===== src/rtl/pmap_pkg.sv =====
package pmap_pkg;
  localparam int LANE_W = 16;
  localparam int LANES  = 3;
  localparam int WORD_W = LANE_W * LANES;
  localparam int SH_W   = $clog2(LANE_W) + 1;

  typedef enum logic [1:0] {
    FMT_RGB    = 2'd0,
    FMT_YCC444 = 2'd1,
    FMT_YCC422 = 2'd2,
    FMT_YONLY  = 2'd3
  } pmap_fmt_e;

  // depth code to component width
  function automatic logic [SH_W-1:0] depth_bits(input logic [2:0] code);
    case (code)
      3'd0:    depth_bits = SH_W'(6);
      3'd1:    depth_bits = SH_W'(8);
      3'd2:    depth_bits = SH_W'(10);
      3'd3:    depth_bits = SH_W'(12);
      default: depth_bits = SH_W'(16);
    endcase
  endfunction

  // legality of a format/depth pair
  function automatic logic combo_ok(input pmap_fmt_e fmt, input logic [2:0] code);
    if (code > 3'd4) return 1'b0;
    if (code == 3'd0 && (fmt == FMT_YCC422 || fmt == FMT_YONLY)) return 1'b0;
    return 1'b1;
  endfunction
endpackage


===== src/rtl/pmap_align.sv =====
module pmap_align
  import pmap_pkg::*;
(
  input  logic [LANE_W-1:0] val,
  input  logic [SH_W-1:0]   width,
  output logic [LANE_W-1:0] aligned
);
  logic [SH_W-1:0] shift;

  // shifting left discards bits above the component width
  // and leaves zeros below it
  always_comb begin
    shift   = SH_W'(LANE_W) - width;
    aligned = val << shift;
  end
endmodule


===== src/rtl/pmap_pixel.sv =====
module pmap_pixel
  import pmap_pkg::*;
(
  input  logic [LANE_W-1:0] comp_a,
  input  logic [LANE_W-1:0] comp_b,
  input  logic [LANE_W-1:0] comp_c,
  input  pmap_fmt_e         fmt,
  input  logic [SH_W-1:0]   width,
  input  logic              keep,
  input  logic              ok,
  output logic [WORD_W-1:0] word
);
  logic [LANE_W-1:0] al [LANES];
  logic [LANE_W-1:0] src [LANES];

  always_comb begin
    src[0] = comp_a;
    src[1] = comp_b;
    src[2] = comp_c;
  end

  for (genvar l = 0; l < LANES; l++) begin : g_lane
    pmap_align u_align (
      .val     (src[l]),
      .width   (width),
      .aligned (al[l])
    );
  end

  always_comb begin
    word = '0;
    if (keep && ok) begin
      unique case (fmt)
        FMT_RGB, FMT_YCC444: word = {al[0], al[1], al[2]};
        FMT_YCC422:          word = {al[0], al[1], {LANE_W{1'b0}}};
        FMT_YONLY:           word = {al[1], {2*LANE_W{1'b0}}};
        default:             word = '0;
      endcase
    end
  end
endmodule


===== src/rtl/pmap_phase.sv =====
module pmap_phase #(
  parameter int PPC = 2
) (
  input  logic           clk,
  input  logic           rst_n,
  input  logic           fire,
  input  logic           restart,
  input  logic           advance,
  input  logic [PPC-1:0] keep,
  output logic [PPC-1:0] label
);
  logic phase_q;
  logic phase_d;
  logic run;

  always_comb begin
    run   = restart ? 1'b0 : phase_q;
    label = '0;
    for (int i = 0; i < PPC; i++) begin
      if (keep[i] && advance) begin
        label[i] = run;
        run      = ~run;
      end
    end
    phase_d = run;
  end

  always_ff @(posedge clk or negedge rst_n) begin
    if (!rst_n)    phase_q <= 1'b0;
    else if (fire) phase_q <= phase_d;
  end
endmodule


===== src/rtl/pmap_top.sv =====
module pmap_top
  import pmap_pkg::*;
#(
  parameter int PPC = 2
) (
  input  logic                  clk,
  input  logic                  rst_n,
  input  logic [1:0]            cfg_fmt,
  input  logic [2:0]            cfg_depth,
  input  logic                  in_valid,
  output logic                  in_ready,
  input  logic [PPC-1:0]        in_keep,
  input  logic                  in_sol,
  input  logic                  in_sof,
  input  logic [PPC*16-1:0]     in_comp_a,
  input  logic [PPC*16-1:0]     in_comp_b,
  input  logic [PPC*16-1:0]     in_comp_c,
  output logic                  out_valid,
  input  logic                  out_ready,
  output logic [PPC*48-1:0]     out_word,
  output logic [PPC-1:0]        out_keep,
  output logic [PPC-1:0]        out_cb,
  output logic                  out_err
);
  localparam int BUS_W = PPC * WORD_W;

  pmap_fmt_e         fmt;
  logic [SH_W-1:0]   width;
  logic              ok;
  logic              fire;
  logic [PPC-1:0]    label;
  logic [BUS_W-1:0]  word_d;

  always_comb begin
    fmt      = pmap_fmt_e'(cfg_fmt);
    width    = depth_bits(cfg_depth);
    ok       = combo_ok(fmt, cfg_depth);
    in_ready = !out_valid || out_ready;
    fire     = in_valid && in_ready;
  end

  for (genvar p = 0; p < PPC; p++) begin : g_pix
    pmap_pixel u_pix (
      .comp_a (in_comp_a[p*LANE_W +: LANE_W]),
      .comp_b (in_comp_b[p*LANE_W +: LANE_W]),
      .comp_c (in_comp_c[p*LANE_W +: LANE_W]),
      .fmt    (fmt),
      .width  (width),
      .keep   (in_keep[p]),
      .ok     (ok),
      .word   (word_d[p*WORD_W +: WORD_W])
    );
  end

  pmap_phase #(.PPC(PPC)) u_phase (
    .clk     (clk),
    .rst_n   (rst_n),
    .fire    (fire),
    .restart (in_sol || in_sof),
    .advance (ok && fmt == FMT_YCC422),
    .keep    (in_keep),
    .label   (label)
  );

  always_ff @(posedge clk or negedge rst_n) begin
    if (!rst_n) begin
      out_valid <= 1'b0;
      out_word  <= '0;
      out_keep  <= '0;
      out_cb    <= '0;
      out_err   <= 1'b0;
    end else if (in_ready) begin
      out_valid <= in_valid;
      if (in_valid) begin
        out_word <= word_d;
        out_keep <= in_keep;
        out_cb   <= label;
        out_err  <= !ok;
      end
    end
  end
endmodule


===== config.mk =====
export PLATFORM = sky130hd
export DESIGN_NAME = pmap_top
export DESIGN_NICKNAME = d
export VERILOG_FILES = /design/src/rtl/pmap_pkg.sv /design/src/rtl/pmap_align.sv /design/src/rtl/pmap_pixel.sv /design/src/rtl/pmap_phase.sv /design/src/rtl/pmap_top.sv
export SDC_FILE = /design/constraint.sdc
export NUM_CORES = 1
export LEC_CHECK = 0
export BUFFER_PORTS_ARGS = -buffer_cell sky130_fd_sc_hd__buf_4
export CAP_MARGIN = 20
export CORE_ASPECT_RATIO = 1.4
export CORE_MARGIN = 1
export CORE_UTILIZATION = 39
export CTS_CLUSTER_DIAMETER = 40
export DETAILED_ROUTE_END_ITERATION = 10
export PLACE_DENSITY_LB_ADDON = 0.08
export SYNTH_ARGS = -nofsm -noshare
export SYNTH_HDL_FRONTEND = slang
export SYNTH_SLANG_ARGS = --single-unit

===== constraint.sdc =====
create_clock -name clk -period 1.85 [get_ports clk]
set_input_delay 0.0925 -clock clk [delete_from_list [all_inputs] [get_ports clk]]
set_output_delay 0.0925 -clock clk [all_outputs]
set_load 0.02 [all_outputs]

==> run metrics, run 1 <==
result of the run=finished clean; largest net degree at the start of global routing=47; Syn Inst Count=629; maximum clock insertion buffer count=2; Slew HR=61.9%; Seq/Total Area, Yosys=42.8%; number of I/O port buffers=211; required time of the worst setup path=2110 ps; element type at the critical path end=flop; DR vias=6002; first-pass GRT wire length=32.7 mm; instance count after placement with tap cells included=1010; antenna violations before repair=0; most frequent cell after synthesis=sky130_fd_sc_hd__dfrtp_1; gp weighted congestion=0.882; fin. max-slew vios=0; count of max-cap constraint violations=0; wirelength, routed=21.3 mm; total negative slack for setup checks=0 ps; ratio of routed vias to standard cells=5.84; total CTS buffers=9; fraction of synthesized cell area taken by the top area cell type=42.8%; starting density of the core=40.0%; n_diodes=0; power density cells=736 nW/um^2; measured slew at the worst slew-check pin=569 ps; area of the core region=15100 um^2; post-layout instance count excluding filler cells=1028; per-instance average area after synthesis=9.58 um^2; type of the worst min-delay path=in -> reg; wire per inst=20.7 um; end point of the critical path=out_word[91]; reported leakage power=0.00397 uW; DPL Wire Length=16.0 mm; register-to-register setup slack=130 ps; cell types occupying the most area after synthesis=sky130_fd_sc_hd__dfrtp_1 (43%), sky130_fd_sc_hd__mux2i_1 (7.0%), sky130_fd_sc_hd__nand2_1 (5.6%); row count=53; worst hold path stage count=2; fraction of registers with async set/reset=100%; Period minus WS final=1720 ps; area of the mapped netlist=6030 um^2; number of nets in the layout=942; clock sink count=103; share of final-layout standard cells stronger than drive strength 1=35.5%; most common library cells after synthesis=sky130_fd_sc_hd__dfrtp_1 (103), sky130_fd_sc_hd__nand2_1 (90), sky130_fd_sc_hd__a21oi_1 (42), sky130_fd_sc_hd__mux2i_1 (42), sky130_fd_sc_hd__o21ai_1 (33); DRC Markers=0; unique cell type count in the Yosys netlist=56; chip width=107 um; post-layout power=6060 uW; CTS clock-pin slew for the worst setup and hold paths=70 ps; post-route fraction of the period consumed by the critical path=92.9%; full die area=16000 um^2; final count of negative-setup-slack endpoints=0; area occupied by multi-input gates=3160 um^2; global route total overflow=0; number of fillers in the final layout=1360; number of synthesized flops with an enable pin=0; sort of element at the start of the critical path=flop; number of detailed-routing iterations run before antenna repair=4; net count after synthesis=740; global router's overall resource usage=26.9%; Clock Skew=9.28 ps; Worst R2R Path Depth=5; RSZ-0062 raised after global routing=true; H-tree depth reported by CTS=3; top_reg_cell synth=sky130_fd_sc_hd__dfrtp_1; clock root buffer=sky130_fd_sc_hd__clkbuf_16; number of global-route vias before repair=5980; data arrival time of the critical path=1980 ps; sequential cell area=2580 um^2; achievable clock frequency=582 MHz; number of top-level pins=212; number of storage elements in the synthesis netlist=103; number of failing hold endpoints at the final stage=0; die height=149 um; Yosys top cell by area=sky130_fd_sc_hd__dfrtp_1; source of the worst register-to-register timing path=out_valid; number of DRC markers after the initial detailed-route iteration=365; clock insertion delay at the later pin of the skew report=350 ps; count of antenna-violating nets left after detailed routing=0; Setup CP Type=reg -> reg; R2R Path End=out_word[91]; source of the critical timing path=out_valid; top fanout value on the critical path=9; Area growth syn-to-layout=36.7%; peak supply drop=0.372 mV; warnings from Yosys=0; CTS tree=built
==> how the worst min path moves through the flow <==
stage / start / end
global route: in_comp_b[17] / out_word[65]
global placement: rst_n / out_word[87]
finish: in_comp_c[2] / out_word[2]
detailed placement: rst_n / out_word[87]
floorplan: rst_n / out_cb[0]
CTS: in_comp_c[2] / out_word[2]
==> cell families after synthesis <==
logic type	Yosys count	synth area share, %
compound gates	217	24.8
fa+ha+maj	2	0.415
buf+inv	59	5.19
flops	103	42.8
mux	70	12.6
simple gates	178	14.3
==> cell usage in the layout (no fill, tap or decap), types with 6 or more instances in the layout <==
master / instances
sky130_fd_sc_hd__buf_4: 236
sky130_fd_sc_hd__dfrtp_1: 103
sky130_fd_sc_hd__nand2_1: 89
sky130_fd_sc_hd__mux2i_1: 42
sky130_fd_sc_hd__a21oi_1: 42
sky130_fd_sc_hd__o21ai_1: 33
sky130_fd_sc_hd__nor2_1: 30
sky130_fd_sc_hd__a22o_1: 22
sky130_fd_sc_hd__o21ai_0: 20
sky130_fd_sc_hd__mux2_2: 17
sky130_fd_sc_hd__a22oi_1: 17
sky130_fd_sc_hd__a221o_1: 15
sky130_fd_sc_hd__and3_1: 14
sky130_fd_sc_hd__a211oi_1: 12
sky130_fd_sc_hd__o22ai_1: 12
sky130_fd_sc_hd__o221ai_1: 11
sky130_fd_sc_hd__a32o_1: 9
sky130_fd_sc_hd__mux2_1: 9
sky130_fd_sc_hd__clkbuf_16: 9
sky130_fd_sc_hd__buf_12: 8
sky130_fd_sc_hd__nor3b_1: 7
sky130_fd_sc_hd__o211ai_1: 6
==> flip-flops by register name, summed over array words and instances (netlist names) <==
name / count
out_valid: 1
out_cb: 2
u_phase.phase_q: 1
out_err: 1
out_word: 96
out_keep: 2
==> per-layer routing <==
layer  wire (um)  up-vias  GRT usage [%]
met1        8650     2927           33.8
met5           0        -              0
li1            -     2767              -
met2       10800      273           45.5
met4         521        0           10.3
met3        1370       35           4.85
==> power by group <==
part	leakage (uW)	switching [uW]	internal (uW)
sequential	0.00140	105	2410
combinational	0.00243	915	719
clock	0.000146	911	1000
==> critical path: stages, from the launching register on <==
cell and delay [ps]:
sky130_fd_sc_hd__dfrtp_1 400, sky130_fd_sc_hd__nand2b_2 160, sky130_fd_sc_hd__nand4b_4 190, sky130_fd_sc_hd__nor2_1 280, sky130_fd_sc_hd__nand2_1 300, sky130_fd_sc_hd__o221ai_1 280
==> repair_timing <==
item / 4_1_cts / 5_1_grt
hold buffers: 2 / 0
resized for setup: 0 / 3
setup buffers: 0 / 0
setup endpoints to repair: 0 / 13
endpoints found under the hold margin: 31 / 0
==> through the flow <==
step / hold WS [ps] / utilization (%) / instance area [um^2] / setup WS, ps
floorplan: -203 / - / 6030 / 155
global placement: 64.6 / 52.5 / 7910 / 71.1
detailed placement: 62.6 / 52.5 / 7910 / 51.5
CTS: 4.31 / 54.6 / 8220 / 60.5
global route: 5.32 / 54.7 / 8240 / -19.0
finish: 13.6 / 54.7 / 8240 / 132
==> area by class of cell <==
cell class,count,share of cell area [%]
Tap cell,192,2.92
Clock buffer,11,3.07
Inverter,4,0.182
Sequential cell,103,31.3
Clock inverter,5,0.486
Timing Repair Buffer,246,23.7
Multi-Input combinational cell,467,38.3
(Power assumes the default switching activity.)
==> run 2: changes to the inputs <==
Settings changed: CORE_UTILIZATION 39 to 30, PLACE_DENSITY from default to 0.64, PLACE_DENSITY_LB_ADDON 0.08 to default, SKIP_LAST_GASP from default to 1.
==> run metrics, run 2 (synthesis gave the netlist of run 1 again) <==
CTS tree=built (unchanged); register name with the most flops=out_word (unchanged); number of global-route vias before repair=5847 (was 5980); ratio of routed vias to standard cells=5.38 (was 5.84); full die area=20700 um^2 (was 16000 um^2); crit path setup slack, layout=139 ps (was 132 ps); element type at the critical path end=flop (unchanged); reported leakage power=0.00396 uW (was 0.00397 uW); DPL Wire Length=16.4 mm (was 16.0 mm); global routing's busiest layer=met2 (unchanged); measured slew at the worst slew-check pin=715 ps (was 569 ps); DRC Markers=0 (unchanged); maximum clock insertion buffer count=2 (unchanged); commonest non-fill, non-tap cell in the layout=sky130_fd_sc_hd__buf_4 (unchanged); number of buffers and inverters on the critical path=0 (unchanged); number of I/O port buffers=211 (unchanged); critical path cell sequence=nand2b_2, and2_0, nand3_1, nor3_1, a221o_1 (was nand2b_2, nand4b_4, nor2_1, nand2_1, o221ai_1); CTS clock-pin slew for the worst setup and hold paths=70 ps (about the same); fin. max-slew vios=0 (unchanged); clock insertion delay at the later pin of the skew report=350 ps (about the same); global route total overflow=0 (unchanged); number of DRC markers after the initial detailed-route iteration=465 (was 365); global router's overall resource usage=21.1% (was 26.9%); number of failing hold endpoints at the final stage=0 (unchanged); total negative slack for setup checks=0 ps (unchanged); die height=170 um (was 149 um); flip-flop count of the largest register after layout=96 (unchanged); Crit-path slowest cell=sky130_fd_sc_hd__nor3_1 (was sky130_fd_sc_hd__dfrtp_1); number of fillers in the final layout=1987 (was 1360); number of detailed-routing iterations run before antenna repair=5 (was 4); type of the worst min-delay path=in -> reg (unchanged); post-route fraction of the period consumed by the critical path=92.5% (was 92.9%); gp weighted congestion=0.843 (was 0.882); power density cells=721 nW/um^2 (was 736 nW/um^2); DR vias=5864 (was 6002); global routing met1 resource utilization=26.7% (was 33.8%); sort of element at the start of the critical path=flop (unchanged); worst stage delay on the critical path=410 ps (was 400 ps); peak supply drop=0.415 mV (was 0.372 mV); met3 demand-to-capacity share in global routing=2.96% (was 4.85%); share of final-layout standard cells stronger than drive strength 1=35.1% (was 35.5%); Period minus WS final=1710 ps (was 1720 ps); result of the run=finished clean (unchanged); largest registers=out_word: 96 flops, out_cb: 2 flops, out_keep: 2 flops (unchanged); starting density of the core=30.5% (was 40.0%); most used cells in the layout excluding fill and tap cells=sky130_fd_sc_hd__buf_4 (233), sky130_fd_sc_hd__dfrtp_1 (103), sky130_fd_sc_hd__nand2_1 (89) (was sky130_fd_sc_hd__buf_4 (236), sky130_fd_sc_hd__dfrtp_1 (103), sky130_fd_sc_hd__nand2_1 (89)); clock sink count=103 (unchanged); achievable clock frequency=585 MHz (was 582 MHz); final count of negative-setup-slack endpoints=0 (unchanged); setup fix buffers added after clock tree synthesis=0 (unchanged); chip width=122 um (was 107 um); top fanout value on the critical path=5 (was 9); Area growth syn-to-layout=38.0% (was 36.7%); Clock Skew=7.60 ps (was 9.28 ps); count of max-cap constraint violations=0 (unchanged); count of antenna-violating nets left after detailed routing=0 (unchanged); largest net degree at the start of global routing=67 (was 47); row count=61 (was 53); total CTS buffers=9 (unchanged); n_diodes=0 (unchanged); crit-path leading delay family=simple AND/OR/NAND/NOR gates (unchanged); H-tree depth reported by CTS=3 (unchanged); area of the core region=19800 um^2 (was 15100 um^2); number of top-level pins=212 (unchanged); number of nets in the layout=943 (was 942); required time of the worst setup path=2140 ps (was 2110 ps); antenna violations before repair=0 (unchanged); met2 demand-to-capacity share in global routing=35.8% (was 45.5%); Slew HR=52.3% (was 61.9%); data arrival time of the critical path=2000 ps (was 1980 ps); pre-CTS setup slack=95.8 ps (was 51.5 ps); first-pass GRT wire length=33.2 mm (was 32.7 mm); wirelength, routed=21.7 mm (was 21.3 mm); clock root buffer=sky130_fd_sc_hd__clkbuf_16 (unchanged); Setup CP Type=reg -> reg (unchanged); RSZ-0062 raised after global routing=false (was true); wire per inst=19.9 um (was 20.7 um)
## run 2: path summary, 6_finish.rpt
kind / from / end / slack [ps] / cells after the start
min reg2reg: out_cb[0] / out_cb[0] / 490 / 2
max: out_valid / out_word[35] / 140 / 5
max in group asynchronous: rst_n / out_word[65] / 1240 / 3
max reg2reg: out_valid / out_word[35] / 140 / 5
min: in_valid / out_valid / 10 / 2
min in group asynchronous: rst_n / out_word[31] / 240 / 3
## run 2: what timing repair did
action,in CTS,in global routing
endpoints found under the setup margin,0,10
resized for setup,0,3
hold buffers,5,0
hold endpoints to repair,108,0
## run 2: power by group
group	leakage [uW]	internal (uW)	switching (uW)
logic	0.00244	722	910
clock network	0.000126	923	923
registers	0.00140	2410	106
total	0.00396	4060	1940
## run 2: layout make-up
type | count | area, um^2 | share of cell area, %
multi-input cells | 467 | 3160 | 37.9
flip-flops and latches | 103 | 2580 | 31.0
repair buffers | 247 | 1980 | 23.8
well taps | 252 | 315 | 3.79
clock buffers | 10 | 229 | 2.75
clock inverters | 6 | 45.0 | 0.542
inverters | 4 | 15.0 | 0.181
## run 2: through the flow
step / std cells / instance area, um^2 / power, uW / hold WS [ps] / utilization [%]
6_report: 1089 / 8320 / 5990 / 9.54 / 42.1
5_1_grt: 1089 / 8320 / 6270 / 10.6 / 42.1
3_3_place_gp: 1068 / 7980 / 4180 / 83.8 / 40.4
3_5_place_dp: 1068 / 7980 / 4190 / 87.4 / 40.4
2_1_floorplan: 629 / 6030 / 3380 / -203 / -
4_1_cts: 1089 / 8310 / 6060 / 2.88 / 42.0
## run 2: routing by layer
| layer | vias to the layer above | part of all wire, % |
|---|---|---|
| met5 | - | 0 |
| met4 | 0 | 2.6 |
| met3 | 33 | 4.6 |
| met2 | 209 | 50 |
| met1 | 2851 | 42 |
| li1 | 2771 | - |
==> run 3: changes to the inputs <==
Settings changed: RECOVER_POWER from default to 50.
==> run metrics, run 3 (synthesis gave the netlist of run 1 again) <==
wirelength, routed=21.7 mm (about the same); number of I/O port buffers=211 (unchanged); Final Core Density=41.0% (was 42.1%); wire per inst=20.0 um (was 19.9 um); global routing's busiest layer=met2 (unchanged); met2 demand-to-capacity share in global routing=35.8% (unchanged); global routing met1 resource utilization=26.7% (unchanged); crit path setup slack, layout=138 ps (was 139 ps); total negative slack for setup checks=0 ps (unchanged); Setup CP Type=reg -> reg (unchanged); data arrival time of the critical path=2000 ps (about the same); number of nets in the layout=943 (unchanged); clock insertion delay at the later pin of the skew report=350 ps (about the same); result of the run=finished clean (unchanged); register-to-register setup slack=140 ps (about the same); antenna violations before repair=0 (unchanged); most used cells in the layout excluding fill and tap cells=sky130_fd_sc_hd__buf_4 (183), sky130_fd_sc_hd__dfrtp_1 (103), sky130_fd_sc_hd__nand2_1 (89) (was sky130_fd_sc_hd__buf_4 (233), sky130_fd_sc_hd__dfrtp_1 (103), sky130_fd_sc_hd__nand2_1 (89)); fin. max-slew vios=0 (unchanged); DR vias=5914 (was 5864); DRC Markers=0 (unchanged); commonest non-fill, non-tap cell in the layout=sky130_fd_sc_hd__buf_4 (unchanged); required time of the worst setup path=2140 ps (about the same); full die area=20700 um^2 (unchanged); total CTS buffers=9 (unchanged); number of failing hold endpoints at the final stage=0 (unchanged); maximum clock insertion buffer count=2 (unchanged); starting density of the core=30.5% (unchanged); Clock Skew=9.66 ps (was 7.60 ps); final count of negative-setup-slack endpoints=0 (unchanged); H-tree depth reported by CTS=3 (unchanged); flip-flop count of the largest register after layout=96 (unchanged); die height=170 um (unchanged); top fanout value on the critical path=5 (unchanged); first-pass GRT wire length=33.2 mm (unchanged); n_diodes=0 (unchanged); power density cells=731 nW/um^2 (was 721 nW/um^2); global route total overflow=0 (unchanged); source of the worst register-to-register timing path=out_valid (unchanged); global router's overall resource usage=21.1% (unchanged); R2R Path End=out_word[35] (unchanged); Hold Startpoint=in_valid (unchanged); gp weighted congestion=0.843 (unchanged); pre-CTS setup slack=95.8 ps (unchanged); DPL Wire Length=16.4 mm (unchanged); RSZ-0062 raised after global routing=false (unchanged); CTS tree=built (unchanged); setup fix buffers added after clock tree synthesis=0 (unchanged); post-route fraction of the period consumed by the critical path=92.5% (about the same); met3 demand-to-capacity share in global routing=2.96% (unchanged); clock root buffer=sky130_fd_sc_hd__clkbuf_16 (unchanged); area of the core region=19800 um^2 (unchanged); number of detailed-routing iterations run before antenna repair=5 (unchanged); share of final-layout standard cells stronger than drive strength 1=29.2% (was 35.1%); row count=61 (unchanged); Worst R2R Path Depth=5 (unchanged); reported leakage power=0.00374 uW (was 0.00396 uW); largest net degree at the start of global routing=67 (unchanged); ratio of routed vias to standard cells=5.43 (was 5.38); peak supply drop=0.411 mV (was 0.415 mV); achievable clock frequency=584 MHz (was 585 MHz); count of antenna-violating nets left after detailed routing=0 (unchanged); clock sink count=103 (unchanged); CTS clock-pin slew for the worst setup and hold paths=70 ps (about the same); measured slew at the worst slew-check pin=1010 ps (was 715 ps); sort of element at the start of the critical path=flop (unchanged); Period minus WS final=1710 ps (about the same); largest registers=out_word: 96 flops, out_cb: 2 flops, out_keep: 2 flops (unchanged); register name with the most flops=out_word (unchanged); end point of the critical path=out_word[35] (unchanged); source of the critical timing path=out_valid (unchanged); Slew HR=32.5% (was 52.3%); type of the worst min-delay path=in -> reg (unchanged); count of max-cap constraint violations=0 (unchanged); number of DRC markers after the initial detailed-route iteration=461 (was 465); Area growth syn-to-layout=34.4% (was 38.0%); number of top-level pins=212 (unchanged); element type at the critical path end=flop (unchanged); number of global-route vias before repair=5847 (unchanged); chip width=122 um (unchanged)
==> run 3: how the worst min path moves through the flow <==
stage | end | slack, ps | depth (start not counted)
6_report | out_valid | 10 | 2
5_1_grt | out_valid | 10 | 2
4_1_cts | out_word[17] | 3 | 2
3_5_place_dp | out_word[27] | 90 | 2
3_3_place_gp | out_word[31] | 80 | 2
2_1_floorplan | out_cb[0] | -200 | 0
==> run 3: timing repair <==
action / in CTS / in global routing
endpoints found under the hold margin: 108 / 0
resized for setup: 0 / 3
hold buffers: 5 / 0
setup endpoints to repair: 0 / 10
==> run 3: per-layer routing <==
metal,wire [um],share of wire [%]
met1,9310,43
met2,10900,50
met3,995,4.6
met4,534,2.5
met5,0,0
==> run 3: where the power goes <==
part           internal (uW)  switching [uW]  total (uW)  leakage (uW)
clock network            923             920        1840      0.000126
registers               2410             104        2520       0.00140
logic                    655             909        1560       0.00222
total                   3990            1930        5920       0.00374
==> run 3: cell type report <==
type	instances	area [um^2]
Clock buffer	10	229
Fill cell	2032	11700
Timing Repair Buffer	247	1760
Tap cell	252	315
Inverter	4	15.0
Sequential cell	103	2580
Clock inverter	6	45.0
Multi-Input combinational cell	467	3160
==> run 3: worst max-delay path: stages, from the launching register on <==
cell and delay, ps:
sky130_fd_sc_hd__dfrtp_1 400, sky130_fd_sc_hd__nand2b_2 160, sky130_fd_sc_hd__and2_0 220, sky130_fd_sc_hd__nand3_1 230, sky130_fd_sc_hd__nor3_1 410, sky130_fd_sc_hd__a221o_1 220
==> run 3: stage by stage <==
stage,area [um^2],power [uW],hold WS [ps],cells
4_1_cts,8310,6060,2.88,1089
3_3_place_gp,7980,4180,83.8,1068
2_1_floorplan,6030,3380,-203,629
6_report,8100,5920,9.85,1089
5_1_grt,8100,6210,10.6,1089
3_5_place_dp,7980,4190,87.4,1068
